--- config.mk ---
export PLATFORM = sky130hd
export DESIGN_NAME = ioret_ctrl
export DESIGN_NICKNAME = d
export VERILOG_FILES = /design/src/rtl/ioret_pkg.sv /design/src/rtl/ioret_sync.sv /design/src/rtl/ioret_key_latch.sv /design/src/rtl/ioret_wake.sv /design/src/rtl/ioret_ctrl.sv
export SDC_FILE = /design/constraint.sdc
export NUM_CORES = 1
export LEC_CHECK = 0
export BUFFER_PORTS_ARGS = -buffer_cell sky130_fd_sc_hd__buf_2
export CAP_MARGIN = 20
export CORE_UTILIZATION = 45
export CTS_BUF_LIST = sky130_fd_sc_hd__clkbuf_8
export DETAILED_ROUTE_END_ITERATION = 12
export PLACE_DENSITY = 0.68
export SYNTH_ARGS = -nofsm -noshare
export SYNTH_HDL_FRONTEND = slang
export SYNTH_SLANG_ARGS = --single-unit
--- constraint.sdc ---
create_clock -name clk -period 4.1 [get_ports clk]
set_input_delay 0.205 -clock clk [delete_from_list [all_inputs] [get_ports clk]]
set_output_delay 0.205 -clock clk [all_outputs]
set_load 0.02 [all_outputs]
--- src/rtl/ioret_pkg.sv ---
package ioret_pkg;
    typedef enum logic [1:0] {
        RA_KEY  = 2'd0,
        RA_CTRL = 2'd1,
        RA_STAT = 2'd2,
        RA_WAKE = 2'd3
    } reg_addr_e;

    localparam int unsigned CTRL_LOAD_BIT = 0;
    localparam int unsigned CTRL_PWR_BIT  = 1;
endpackage

--- src/rtl/ioret_sync.sv ---
module ioret_sync #(
    parameter int unsigned WIDTH = 1
) (
    input  logic             clk,
    input  logic             rst_n,
    input  logic [WIDTH-1:0] async_in,
    output logic [WIDTH-1:0] sync_out
);
    typedef struct packed {
        logic [WIDTH-1:0] s1;
        logic [WIDTH-1:0] s2;
    } sync_t;

    sync_t st_d, st_q;

    always_comb begin
        st_d    = st_q;
        st_d.s1 = async_in;
        st_d.s2 = st_q.s1;
    end

    always_ff @(posedge clk or negedge rst_n) begin
        if (!rst_n) st_q <= '0;
        else        st_q <= st_d;
    end

    assign sync_out = st_q.s2;
endmodule

--- src/rtl/ioret_key_latch.sv ---
module ioret_key_latch #(
    parameter int unsigned     KEY_W = 32,
    parameter logic [KEY_W-1:0] MAGIC = 32'hC0DE5AFE
) (
    input  logic             clk,
    input  logic             rst_n,
    input  logic             load_sync,
    input  logic [KEY_W-1:0] staged_key,
    output logic [KEY_W-1:0] latched_key,
    output logic             ret_flag,
    output logic             load_rise,
    output logic             arm_edge,
    output logic             disarm_edge
);
    typedef struct packed {
        logic             load_prev;
        logic [KEY_W-1:0] key;
        logic             ret;
    } latch_t;

    latch_t st_d, st_q;
    logic   key_match;

    always_comb begin
        st_d        = st_q;
        load_rise   = load_sync & ~st_q.load_prev;
        key_match   = (staged_key == MAGIC);
        arm_edge    = load_rise & key_match & ~st_q.ret;
        disarm_edge = load_rise & key_match &  st_q.ret;

        st_d.load_prev = load_sync;
        if (load_rise) begin
            st_d.key = staged_key;
            if (key_match) st_d.ret = ~st_q.ret;
        end
    end

    always_ff @(posedge clk or negedge rst_n) begin
        if (!rst_n) st_q <= '0;
        else        st_q <= st_d;
    end

    assign latched_key = st_q.key;
    assign ret_flag    = st_q.ret;
endmodule

--- src/rtl/ioret_wake.sv ---
module ioret_wake #(
    parameter int unsigned NUM_PADS = 8
) (
    input  logic                clk,
    input  logic                rst_n,
    input  logic [NUM_PADS-1:0] pad_sync,
    input  logic [NUM_PADS-1:0] pad_wake_en,
    input  logic                glob_wake_en,
    input  logic                ret_flag,
    input  logic                clr_en,
    input  logic [NUM_PADS-1:0] clr_mask,
    output logic                wake_hit,
    output logic [NUM_PADS-1:0] wake_flags
);
    typedef struct packed {
        logic [NUM_PADS-1:0] prev;
        logic [NUM_PADS-1:0] flags;
    } wake_t;

    wake_t               st_d, st_q;
    logic [NUM_PADS-1:0] pad_hit;

    for (genvar i = 0; i < NUM_PADS; i++) begin : g_pad
        assign pad_hit[i] = (pad_sync[i] ^ st_q.prev[i]) & pad_wake_en[i] & glob_wake_en;
    end

    always_comb begin
        st_d       = st_q;
        st_d.prev  = pad_sync;
        wake_hit   = |pad_hit;
        if (clr_en)   st_d.flags = st_d.flags & ~clr_mask;
        if (ret_flag) st_d.flags = st_d.flags | pad_hit;
    end

    always_ff @(posedge clk or negedge rst_n) begin
        if (!rst_n) st_q <= '0;
        else        st_q <= st_d;
    end

    assign wake_flags = st_q.flags;
endmodule

--- src/rtl/ioret_ctrl.sv ---
module ioret_ctrl #(
    parameter int unsigned      NUM_PADS = 8,
    parameter int unsigned      KEY_W    = 32,
    parameter logic [KEY_W-1:0] MAGIC    = 32'hC0DE5AFE
) (
    input  logic                clk,
    input  logic                rst_n,
    input  logic                reg_wr,
    input  logic [1:0]          reg_addr,
    input  logic [KEY_W-1:0]    reg_wdata,
    output logic [KEY_W-1:0]    reg_rdata,
    input  logic                iso_in,
    output logic                iso_out,
    input  logic                porz_in,
    input  logic                hhvz_in,
    output logic                porz_out,
    output logic                hhvz_out,
    input  logic [NUM_PADS-1:0] pad_in,
    input  logic [NUM_PADS-1:0] pad_wake_en,
    input  logic                glob_wake_en,
    output logic                ret_active,
    output logic                pwr_en_out
);
    import ioret_pkg::*;

    localparam int unsigned PAD_PAD_W = KEY_W - NUM_PADS;

    typedef struct packed {
        logic [KEY_W-1:0] staged;
        logic             load_en;
        logic             pwr_en;
        logic             iso_hold;
    } ctrl_t;

    ctrl_t               st_d, st_q;
    reg_addr_e           addr;
    logic                wr_key, wr_ctrl, wr_wake;
    logic                load_sync;
    logic [NUM_PADS-1:0] pad_sync;
    logic [KEY_W-1:0]    latched_key;
    logic                ret_flag, load_rise, arm_edge, disarm_edge;
    logic                wake_hit;
    logic [NUM_PADS-1:0] wake_flags;
    logic [KEY_W-1:0]    flags_ext;

    assign addr    = reg_addr_e'(reg_addr);
    assign wr_key  = reg_wr && (addr == RA_KEY);
    assign wr_ctrl = reg_wr && (addr == RA_CTRL);
    assign wr_wake = reg_wr && (addr == RA_WAKE);

    ioret_sync #(.WIDTH(1)) u_load_sync (
        .clk      (clk),
        .rst_n    (rst_n),
        .async_in (st_q.load_en),
        .sync_out (load_sync)
    );

    ioret_sync #(.WIDTH(NUM_PADS)) u_pad_sync (
        .clk      (clk),
        .rst_n    (rst_n),
        .async_in (pad_in),
        .sync_out (pad_sync)
    );

    ioret_key_latch #(.KEY_W(KEY_W), .MAGIC(MAGIC)) u_key (
        .clk         (clk),
        .rst_n       (rst_n),
        .load_sync   (load_sync),
        .staged_key  (st_q.staged),
        .latched_key (latched_key),
        .ret_flag    (ret_flag),
        .load_rise   (load_rise),
        .arm_edge    (arm_edge),
        .disarm_edge (disarm_edge)
    );

    ioret_wake #(.NUM_PADS(NUM_PADS)) u_wake (
        .clk          (clk),
        .rst_n        (rst_n),
        .pad_sync     (pad_sync),
        .pad_wake_en  (pad_wake_en),
        .glob_wake_en (glob_wake_en),
        .ret_flag     (ret_flag),
        .clr_en       (wr_wake),
        .clr_mask     (reg_wdata[NUM_PADS-1:0]),
        .wake_hit     (wake_hit),
        .wake_flags   (wake_flags)
    );

    always_comb begin
        st_d = st_q;
        if (wr_key)  st_d.staged  = reg_wdata;
        if (wr_ctrl) st_d.load_en = reg_wdata[CTRL_LOAD_BIT];
        if (arm_edge)         st_d.iso_hold = iso_in;
        else if (disarm_edge) st_d.iso_hold = 1'b0;
        if (wr_ctrl && !reg_wdata[CTRL_PWR_BIT]) st_d.pwr_en = 1'b0;
        if (wake_hit)                            st_d.pwr_en = 1'b1;
    end

    always_ff @(posedge clk or negedge rst_n) begin
        if (!rst_n) begin
            st_q        <= '0;
            st_q.pwr_en <= 1'b1;
        end else begin
            st_q <= st_d;
        end
    end

    generate
        if (PAD_PAD_W > 0) begin : g_ext
            assign flags_ext = {{PAD_PAD_W{1'b0}}, wake_flags};
        end else begin : g_noext
            assign flags_ext = wake_flags;
        end
    endgenerate

    always_comb begin
        reg_rdata = '0;
        case (addr)
            RA_KEY:  reg_rdata = latched_key;
            RA_CTRL: begin
                reg_rdata[CTRL_LOAD_BIT] = st_q.load_en;
                reg_rdata[CTRL_PWR_BIT]  = st_q.pwr_en;
            end
            RA_STAT: reg_rdata[0] = ret_flag;
            RA_WAKE: reg_rdata = flags_ext;
            default: reg_rdata = '0;
        endcase
    end

    assign ret_active = ret_flag;
    assign iso_out    = ret_flag ? st_q.iso_hold : iso_in;
    assign porz_out   = ret_flag | porz_in;
    assign hhvz_out   = ret_flag | hhvz_in;
    assign pwr_en_out = st_q.pwr_en;
endmodule

### Word level (Yosys, flattened, before mapping)

Cells that the tools add are included.

* bits in registers: 103
* latch bits: 0
* RAM bits: 0
* memory bits (read-only): 0
* input port bits: 57
* output and inout bits: 37
* word-level logic and storage cells: 72
* memories: 0

* add/subtract/negate cells: 0
* multiply operators: 0
* div/mod/pow operators: 0
* magnitude comparators: 0
* equality and inequality tests: 4
* shift-type cells: 0
* multiplexer cells: 10
* bitwise logic cells: 35
* reduce and logical (&&, ||, !) cells: 10

Operator list (count)
* $pmux W30 S2: 1
* $eq A32 B32 Y1 const B: 1
* $and A1 B1 Y1: 20
* $mux W8: 2
* $and A8 B8 Y8: 1
* $not A8 Y8: 1
* $or A8 B8 Y8: 1
* $reduce_or A8 Y1: 1
* $xor A1 B1 Y1: 8
* $mux W1: 5
* $eq A2 B2 Y1 const B: 2
* $logic_and A1 B1 Y1: 4
* $pmux W1 S4: 1
* $reduce_bool A2 Y1: 2
* $pmux W1 S3: 1
* $eq A2 B1 Y1 const B: 1
* $logic_not A2 Y1: 1
* $not A1 Y1: 2
* $or A1 B1 Y1: 2
* $reduce_and A2 Y1: 1
* $logic_not A1 Y1: 1

### Longest topological paths before layout

Gate-level depths: netlist of the first run.

* word-level depth: 6
* gate-level depth with buffers: 7
* mapped depth without buffers: 5

### Hierarchy

From an unflattened synthesis of the first run, not the netlist that was laid out.

* cells, all modules: 340
* area, all modules: 4630.7 um^2

Modules (own cells, without submodules)
* ioret_ctrl: times used 1, cells each 135, area each 1818.0 um^2, seq. area each 877.1 um^2
* ioret_key_latch: times used 1, cells each 119, area each 1612.8 um^2, seq. area each 850.8 um^2
* ioret_wake: times used 1, cells each 68, area each 749.5 um^2, seq. area each 400.4 um^2
* ioret_sync at u_pad_sync: times used 1, cells each 16, area each 400.4 um^2, seq. area each 400.4 um^2
* ioret_sync at u_load_sync: times used 1, cells each 2, area each 50.0 um^2, seq. area each 50.0 um^2

### Worst setup path before layout of the first run

OpenSTA, ideal clock, no wires.

* kind: register -> register
* start: register st_q[30] (netlist bit)
* end: register st_q[0] (netlist bit)
* setup time: 0.125 ns
* arrival: 1.528 ns
* data required time: 3.975 ns
* setup slack: 2.447 ns
* cell stages (with the launch flop): 5
* path buffers: 0
* period minus slack after synthesis: 1.653 ns
* cells stage by stage: dfrtp_1 -> or4_4 -> nor3_2 -> nand4_2 -> mux2_4

* cells in the longest elaborated chain, start to end: 4
* elaborated cells on any way between the ends: 6
* those cells by class: eq/ne (1); mux (1); bitwise (3); reduce/logical (1)

Ends and longest elaborated chain
* start, declared: RTL line ioret_ctrl.sv:35 `ctrl_t st_d, st_q;`
* start signal, assigned: RTL line ioret_ctrl.sv:105 `st_q <= st_d;`
* $eq A32 B32 Y1 (*): RTL line ioret_key_latch.sv:27 `key_match = (staged_key == MAGIC);`
* $and A1 B1 Y1 (*): RTL line ioret_key_latch.sv:28, ioret_key_latch.sv:29
* $and A1 B1 Y1 (on tied branches): RTL line ioret_key_latch.sv:28, ioret_key_latch.sv:29
* $mux W1 / $reduce_bool A2 Y1 (equally long branches)

Every way passes the cells marked *; elsewhere a longest branch is shown, timed or not.
A chain may end at the register's enable or synchronous reset.

### Final worst setup path of the first run

* start: register u_key.st_q[33] (netlist bit)
* end: register st_q[0] (netlist bit)

* cells in the longest elaborated chain, start to end: 5
* elaborated cells on any way between the ends: 7
* those cells by class: mux (1); bitwise (5); reduce/logical (1)

Ends and longest elaborated chain
* start, declared: RTL line ioret_key_latch.sv:21 `latch_t st_d, st_q;`
* start signal, assigned: RTL line ioret_key_latch.sv:40 `else st_q <= st_d;`
* $not A1 Y1 (*): RTL line ioret_key_latch.sv:26 `load_rise = load_sync & ~st_q.load_prev;`
* $and A1 B1 Y1 (*): RTL line ioret_key_latch.sv:26
* $and A1 B1 Y1 (*): RTL line ioret_key_latch.sv:28, ioret_key_latch.sv:29
* $and A1 B1 Y1 (on tied branches): RTL line ioret_key_latch.sv:28, ioret_key_latch.sv:29
* $mux W1 / $reduce_bool A2 Y1 (equally long branches)

Marked as above.

==> out/summary.txt, run 1 <==
Failing checks -> DRC
Antenna-violating nets left -> 0
Fin Setup TNS -> 0 ps
Clock skew -> 13.0 ps
Worst slew margin -> 0.328
Starting Density -> 0.470
Final Cycle Share -> 0.468
Worst path max stage delay -> 780 ps
DR vias/cell -> 5.10
Number of hold buffers added after CTS -> 9
Syn Inst Count -> 294
Clk sinks -> 103
FMAX -> 0.522 GHz
GR Overflow Total -> 0
Initial DRC count -> 89
HPWL Detailed -> 5810 um
Cts bufs inserted -> 9
WP depth -> 3
Vias in the first global route -> 2,679
CTS clock-pin slew for the worst setup and hold paths -> 100 ps
Final Max Slew Viols -> 0
WP data required -> 4340 ps
Io pins -> 94
Min-delay src -> reg_wdata[8]
Port Buffers -> 93
Hold Crit Depth -> 2
Total GRT Usage -> 0.180
CP max stage cell -> nor2b_4
WS Path Type -> flop to flop
Syn-to-layout area delta -> 21.2%
Endpoint type of the worst setup path -> flop
Final Hold Vio Count -> 0
Drt first pass iters -> 10
Syn Nets -> 357
Total number of vias -> 2,603
Post-synthesis register bit count -> 103
Total core area -> 0.00881 mm^2
Global-route wire length before repair -> 13,300 um
Min-Delay Path Class -> input pin to flop
Predominant post-synthesis flop cell -> dfrtp_1
Worst VDD drop -> 0.222 mV
Status -> finished with violations
Clk_lat worst skew -> 350 ps
Max H-tree Level -> 3
Clk buf depth -> 2
Total Power -> 0.00250 W
Critical Path, Cell by Cell -> nor2b_4 -> nand4_2 -> mux2_4
Ys async rst share -> 1.00
WP buf/inv -> 0
Post-CTS Setup Bufs -> 0
Critical Path Start -> u_key.st_q[33]
Final Critical Period -> 1920 ps
TritonCTS clock tree -> yes
Gates resized, CTS repair -> 0
RD Place Congestion -> 0.788
Delay-heaviest family, CP -> simple AND/OR/NAND/NOR gates
RSZ-0062 raised after global routing -> no
DRC viols -> 4
Pleak -> 2.41 nW
Arrival time worst endpoint -> 2160 ps
Layout cells sized above 1 -> 0.455
Sequential share of the synthesized area -> 0.623
Total of max-cap violations -> 0
Overall routed net length -> 8090 um
Die Span Y -> 97.9 um
Final setup fails -> 0
Antenna cells -> 0
CTS root buf -> clkbuf_8
FP Rows -> 34
Startpoint types -> flop
Nets -> 460
Pin count of the biggest net entering global routing -> 62
R2r worst-path depth -> 3
Number of flops mapped to enable cells by yosys -> 0
Drt wl/cell -> 15.9 um
Crit Reg-Reg Startpoint -> u_key.st_q[33]
PwrDens -> 498 mW/mm^2
Crit Path Max Fanout -> 34
Initial antenna violation count -> 0
Worst slew pin tran -> 1010 ps
Mapped Area -> 0.00414 mm^2
Synth warn -> 0
Chip width -> 97.9 um
Post-layout util -> 0.570
Die area -> 0.00959 mm^2
Library cells used by synthesis -> 34
Post-Syn Area per Cell -> 14.1 um^2
state kept, by name (all words and copies together) (netlist names):
signal and cells:
u_key.latched_key 32, u_load_sync.st_d 1, u_wake.st_q 8, st_q 34
u_key.st_q 1, u_wake.wake_flags 8, u_key.ret_flag 1, u_pad_sync.st_d 8
u_load_sync.sync_out 1, u_pad_sync.sync_out 8, pwr_en_out 1
cells in the final DEF, fill, tap and decap left out, drive strengths merged, types with 2 or more instances in the layout:
cell,n
nand4b,5
o21ai,6
or2,2
inv,7
nand3,4
a22oi,6
nor2b,3
dfrtp,102
clkinv,2
buf,96
nor2,7
and2,25
and3,5
nand2,15
nand4,2
clkbuf,10
a22o,4
a222oi,2
dlygate4sd3,9
mux2,65
ha,6
nor4,2
xor2,8
report_power, final:
group	internal (W)	switching, W	total (W)
clock network	0.000304	0.000344	0.000648
logic	0.000267	0.000202	0.000470
registers	0.00125	0.000126	0.00138
total	0.00183	0.000672	0.00250
cell usage after synthesis, types with 2 or more instances:
master / instances / area share
a222oi_1: 2 / 0.0048
a22o_1: 4 / 0.0085
a22oi_1: 6 / 0.011
and2_1: 25 / 0.038
and3_1: 5 / 0.0076
buf_1: 5 / 0.0045
buf_2: 2 / 0.0024
clkbuf_1: 6 / 0.0054
dfrtp_1: 102 / 0.62
ha_1: 6 / 0.018
inv_1: 4 / 0.0036
mux2_1: 2 / 0.0054
mux2_2: 62 / 0.17
nand2_1: 15 / 0.014
nand3_1: 4 / 0.0048
nand4b_1: 5 / 0.011
nor2_1: 7 / 0.0063
nor2b_1: 3 / 0.0045
o21ai_0: 6 / 0.0073
or2_2: 2 / 0.0030
xor2_1: 8 / 0.017
worst paths after layout:
check | slack, ps | endpoint
setup / recovery | 2180 | st_q[0]
setup reg to reg | 2180 | st_q[0]
hold reg to reg | 350 | u_pad_sync.sync_out[5]
hold / removal | 80 | st_q[11]
max in group asynchronous | 2630 | pwr_en_out
min in group asynchronous | 430 | u_pad_sync.st_d[3]
worst register-to-register path: cells and delay by family (launching register included):
kind	cells	cell delay (ps)
flops	1	410
mux	1	360
simple gates	2	1030
final cells by class:
class / instances / area (um^2)
multi-input cells: 174 / 1500
repair buffers: 105 / 581
fillers: 743 / 3790
flip-flops and latches: 103 / 2580
inverters: 4 / 15.0
clock inverters: 6 / 68.8
clock buffers: 10 / 138
well taps: 108 / 135
per-layer routing:
metal	GRT usage	part of all wire	up-vias
met2	0.300	0.50	69
met3	0.0258	0.035	16
met1	0.235	0.45	1280
li1	-	-	1238
met4	0.0793	0.022	0
met5	0	0	-
metrics by stage:
stage | cell area (um^2) | hold WS, ps | worst slack [ps] | cells
after global placement | 4720 | 313 | 2130 | 485
after CTS | 5020 | 66.7 | 2140 | 510
after detailed placement | 4720 | 314 | 2100 | 485
after floorplan | 4140 | -90.6 | 2450 | 294
after global routing | 5020 | 62.2 | 2030 | 510
final | 5020 | 76.4 | 2180 | 510
cell families after synthesis:
family / count (synthesis) / synth area share
buffers and inverters: 17 / 0.0160
AOI/OAI and AO/OA: 19 / 0.0333
muxes: 66 / 0.180
and+or+nand+nor: 74 / 0.110
xor gates and xnor gates: 9 / 0.0190
adders and majority gates: 6 / 0.0181
DFF: 103 / 0.623
No activity file was read; power rests on OpenSTA's default activity.
==> run 2, diff against run 1 <==
- ABC_AREA: unset -> 1
- PLACE_DENSITY: 0.68 -> 0.71
- clock period: 4.1 -> 1.6 ns (I/O delays scaled with it)
==> out/summary.txt, run 2 <==
Post-synthesis register bit count -> 103
Delay-heaviest family, CP -> flip-flops
Post-Syn Area per Cell -> 8.93 um^2
HPWL Detailed -> 6760 um
Fin Setup TNS -> 0 ps
Layout cells sized above 1 -> 0.219
Most common cell after layout, fill and taps aside -> nand2_1
Syn-to-layout area delta -> 27.7%
Startpoint types -> flop
CTS root buf -> clkbuf_8
DRC viols -> 0
Largest family of logic cells by synthesized area -> simple AND/OR/NAND/NOR gates
Met1 WL -> 4650 um
Simple-gate share of the synthesized area -> 0.219
Pin count of the biggest net entering global routing -> 104
Vias in the first global route -> 3,501
Total GRT Usage -> 0.215
CTS clock-pin slew for the worst setup and hold paths -> 110 ps
Worst path max stage delay -> 560 ps
Final Cycle Share -> 0.931
Largest Register -> st_q
Synth top area share -> 0.585
GR Overflow Total -> 0
Total of max-cap violations -> 0
Port Buffers -> 93
WHS -> 14.3 ps
Max FFs per register -> 34
Critical Path, Cell by Cell -> nand2_1 -> a31o_2 -> inv_1 -> buf_2
TritonCTS clock tree -> yes
DR vias/cell -> 4.70
Most numerous cell in the Yosys netlist -> nand2_1
Number of flops mapped to enable cells by yosys -> 0
Seq pwr share -> 0.553
Commonest non-fill, non-tap cells in the layout -> 171 x nand2_1, 101 x dfrtp_1, 92 x buf_2
Library cells used by synthesis -> 24
Antenna cells -> 0
Syn Inst Count -> 489
Final Max Slew Viols -> 0
Mux share of post-synthesis cell area -> 0.0344
Arrival time worst endpoint -> 1410 ps
RD Place Congestion -> 0.855
FP Rows -> 35
WS Path Type -> flop to output pin
Min-Delay Path Class -> input pin to flop
FILL cells -> 806
Clock Power Share -> 0.256
Synth Area in XOR/XNOR -> 0
RSZ-0062 raised after global routing -> no
Clk_lat worst skew -> 380 ps
FMAX -> 0.671 GHz
Sequential share of the synthesized area -> 0.591
Die Span Y -> 101 um
Synth area leader -> dfrtp_1
Nets -> 684
Commonest cells in the netlist -> 171 x nand2_1, 102 x dfrtp_1, 61 x nor2_1
Highest layer used for signal routing -> met4
Drt wl/cell -> 13.0 um
Share of power burned in combinational logic -> 0.191
DR WL met2 -> 4570 um
Predominant post-synthesis flop cell -> dfrtp_1
Io pins -> 94
Clock skew -> 13.5 ps
Clk buf depth -> 2
PwrDens -> 1120 mW/mm^2
Mapped Area -> 0.00437 mm^2
Starting Density -> 0.468
Overall routed net length -> 9790 um
Cts bufs inserted -> 9
Initial DRC count -> 232
Synth top area cells -> dfrtp_1 58%, nand2_1 15%, nor2_1 5.2%, o21ai_0 5.2%, a21oi_1 3.1%
Synth warn -> 0
Switching share of power -> 0.320
Clk sinks -> 103
Worst VDD drop -> 0.562 mV
Endpoint type of the worst setup path -> output pin
Total core area -> 0.00933 mm^2
Max H-tree Level -> 3
Final Hold Vio Count -> 0
Worst slew margin -> 0.578
Post-CTS Setup Bufs -> 0
Final setup fails -> 0
Antenna-violating nets left -> 0
Drt first pass iters -> 4
Initial antenna violation count -> 0
Compound-Gate Fraction of Synth Area -> 0.0883
NetSw -> 0.00200 W
Met3 wire len -> 439 um
Total number of vias -> 3,552
WP data required -> 1520 ps
Ys async rst share -> 1.00
Status -> finished, final reports clean
Syn Nets -> 552
WP buf/inv -> 2
Post-synthesis adder-cell area fraction -> 0.0172
CP max stage cell -> dfstp_2
Final Critical Period -> 1490 ps
Pleak -> 2.85 nW
Int Pwr -> 0.00425 W
Worst slew pin tran -> 632 ps
Crit Path Max Fanout -> 3
Chip width -> 101 um
Global-route wire length before repair -> 16,600 um
Die area -> 0.0101 mm^2
-- run 2: per-stage QoR --
step | utilization | instances | area (um^2) | total power, W | worst slack, ps
2_1_floorplan | - | 489 | 4370 | 0.00419 | 470
3_3_place_gp | 0.533 | 699 | 4970 | 0.00456 | 256
3_5_place_dp | 0.533 | 699 | 4970 | 0.00462 | 194
4_1_cts | 0.597 | 755 | 5570 | 0.00631 | 23.1
5_1_grt | 0.598 | 755 | 5570 | 0.00666 | 11.2
6_report | 0.598 | 755 | 5570 | 0.00624 | 110
-- run 2: final timing paths --
check / startpoint / end / slack (ps) / cells after the start
worst max register to register: u_load_sync.sync_out / u_key.latched_key[27] / 250 / 4
max in group asynchronous: rst_n / u_key.ret_flag / 900 / 3
worst min-delay path: reg_wdata[6] / st_q[9] / 10 / 3
worst min register to register: u_pad_sync.st_d[3] / u_pad_sync.sync_out[3] / 360 / 0
worst max-delay path: pwr_en_out / reg_rdata[1] / 110 / 4
min in group asynchronous: rst_n / u_wake.st_q[15] / 280 / 3
-- run 2: logic make-up (layout without fill, tap and decap cells) --
group	after synthesis	in the layout
buf+inv	50	187
mux	11	11
simple gates	244	244
fa+ha+maj	6	6
compound gates	75	75
flops	103	103
-- run 2: area by class of cell --
cell class | count | area [um^2] | share of cell area
multi-input cells | 336 | 1570 | 0.281
well taps | 129 | 161 | 0.0290
flip-flops and latches | 103 | 2580 | 0.463
clock inverters | 7 | 77.6 | 0.0139
repair buffers | 141 | 953 | 0.171
clock buffers | 9 | 124 | 0.0222
inverters | 30 | 113 | 0.0202
-- run 2: worst register-to-register path, cell delays in order, from the launching register on --
cell     delay, ps
dfrtp_1        390
inv_1           90
nor2_4          70
inv_2          470
o21ai_0        180
-- run 2: layer usage --
| metal | global-route usage | up-vias |
|---|---|---|
| met5 | 0 | - |
| met4 | 0.0892 | 0 |
| met3 | 0.0347 | 12 |
| met2 | 0.336 | 87 |
| met1 | 0.302 | 1652 |
| li1 | - | 1801 |
-- run 2: repair_timing --
action                                 CTS  global route
setup endpoints to repair                0             1
endpoints found under the hold margin  141             0
resized for setup                        0             2
hold buffers                            40             0
-- run 2: power by group through the flow --
stage                     combinational [W]  sequential [W]  clock (W)
final                               0.00119         0.00345    0.00160
after floorplan                    0.000791         0.00340          0
after detailed placement            0.00112         0.00350          0
after global routing                0.00138         0.00353    0.00175
after CTS                           0.00120         0.00345    0.00165
after global placement              0.00109         0.00347          0
==> run 3, diff against run 2 <==
- ABC_AREA: 1 -> unset
==> out/summary.txt, run 3 (synthesis gave the netlist of run 1 again) <==
DRC viols -> 4
Total Power -> 0.00640 W
Max H-tree Level -> 3
Min-Delay Path Class -> input pin to flop
Syn-to-layout area delta -> 31.9%
Total of max-cap violations -> 0
Design area -> 0.00546 mm^2
Footprint of the multi-input gates -> 0.00151 mm^2
Pleak -> 2.62 nW
Setup slack after layout -> -54.5 ps
WP data required -> 1850 ps
Overall routed net length -> 8170 um
CTS root buf -> clkbuf_8
CP max stage cell -> or4_4
Die Span Y -> 97.9 um
Final setup fails -> 3
Critical Path, Cell by Cell -> or4_4 -> nor3_4 -> nand4_2 -> mux2_4
Commonest non-fill, non-tap cells in the layout -> 102 x dfrtp_1, 92 x buf_2, 62 x mux2_2
Crit Path Max Fanout -> 2
CTS clock-pin slew for the worst setup and hold paths -> 110 ps
Chip width -> 97.9 um
Reg area -> 0.00258 mm^2
Worst slew margin -> 0.748
Io pins -> 94
Total GRT Usage -> 0.186
RD Place Congestion -> 0.799
Cts bufs inserted -> 9
Clk sinks -> 103
Post-layout util -> 0.620
WHS -> 22.3 ps
Final Critical Period -> 1650 ps
R2r worst-path depth -> 4
Die area -> 0.00959 mm^2
FP Rows -> 34
Drt first pass iters -> 8
WS Path Type -> flop to flop
HPWL Detailed -> 5880 um
Arrival time worst endpoint -> 1900 ps
Vias in the first global route -> 2,942
Reg-to-reg slack, setup -> -50 ps
Most common cell after layout, fill and taps aside -> dfrtp_1
Worst path max stage delay -> 550 ps
Endpoint type of the worst setup path -> flop
Antenna-violating nets left -> 0
RSZ-0062 raised after global routing -> yes
Critical Path Start -> st_q[30]
Pin count of the biggest net entering global routing -> 44
Clk buf depth -> 2
Clock skew -> 13.6 ps
Crit path to -> st_q[0]
FMAX -> 0.604 GHz
Max FFs per register -> 34
Antenna cells -> 0
PwrDens -> 1170 mW/mm^2
Worst r2r dst -> st_q[0]
Startpoint types -> flop
Final Hold Vio Count -> 0
Status -> finished with violations
Initial antenna violation count -> 0
Crit Reg-Reg Startpoint -> st_q[30]
Clk_lat worst skew -> 370 ps
Initial DRC count -> 107
Nets -> 503
Layout cells sized above 1 -> 0.440
Post-DP Area -> 0.00485 mm^2
Port Buffers -> 93
Worst VDD drop -> 0.555 mV
Final Cycle Share -> 1.03
TritonCTS clock tree -> yes
Total core area -> 0.00881 mm^2
Starting Density -> 0.470
Worst slew pin tran -> 378 ps
Largest Register -> st_q
DR vias/cell -> 4.98
Failing checks -> DRC, setup timing
FILL cells -> 705
Final Max Slew Viols -> 0
Global-route wire length before repair -> 14,000 um
Total number of vias -> 2,753
Drt wl/cell -> 14.8 um
GR Overflow Total -> 0
## run 3: cell types whose count changed in the layout (fill, tap and decap cells not counted), moves of 5 or more
| cell | before | now |
|---|---|---|
| and3_1 | 0 | 5 |
| a21oi_1 | 27 | 0 |
| and2_1 | 0 | 25 |
| inv_1 | 28 | 4 |
| xor2_1 | 0 | 8 |
| o21ai_0 | 45 | 6 |
| nor2_1 | 61 | 7 |
| mux2_4 | 7 | 1 |
| mux2_2 | 4 | 62 |
| nand2_1 | 171 | 15 |
| nand4b_1 | 0 | 5 |
| a22oi_1 | 0 | 6 |
## run 3: worst min path at each step
stage                         from                     to  depth (start not counted)
CTS                 pad_wake_en[7]             pwr_en_out                          3
floorplan                    rst_n                st_q[0]                          0
detailed placement           rst_n               st_q[15]                          1
global placement             rst_n  u_key.latched_key[12]                          1
finish              pad_wake_en[7]             pwr_en_out                          3
global route        pad_wake_en[7]             pwr_en_out                          3
## run 3: repair_timing
action,4_1_cts,5_1_grt
setup endpoints to repair,2,4
buffers inserted,1,0
endpoints found under the hold margin,94,0
resized for setup,1,1
pin swaps,1,0
hold buffers,41,0
## run 3: layout make-up
| class | instances | share of cell area |
|---|---|---|
| tap | 108 | 0.0248 |
| sequential | 103 | 0.472 |
| clock inverter | 7 | 0.0115 |
| clock buffer | 9 | 0.0227 |
| multi-input combinational | 174 | 0.277 |
| timing repair buffer | 148 | 0.189 |
| inverter | 4 | 0.00275 |
## run 3: power breakdown
part           switching (W)  internal, W
Clock               0.000933     0.000599
Sequential          0.000324      0.00321
Combinational       0.000541     0.000792
## run 3: layer usage
| metal | GRT usage | wire [um] | share of wire |
|---|---|---|---|
| met1 | 0.240 | 3560 | 0.44 |
| met3 | 0.0394 | 358 | 0.044 |
| met2 | 0.315 | 4130 | 0.51 |
| met5 | 0 | 0 | 0 |
| met4 | 0.0571 | 111 | 0.014 |
## run 3: through the flow
step,setup TNS [ps],std cells,setup slack [ps]
final,-63.8,553,-54.5
after global routing,-280,553,-119
after CTS,-83.3,553,-59.9
after detailed placement,-73.9,495,-73.9
after global placement,-44.7,495,-44.7
after floorplan,0,294,15.0
## run 3: critical path, delay by kind of cell (launching register included)
family	cells	cell delay, ps
flops	1	390
mux	1	320
simple gates	3	840
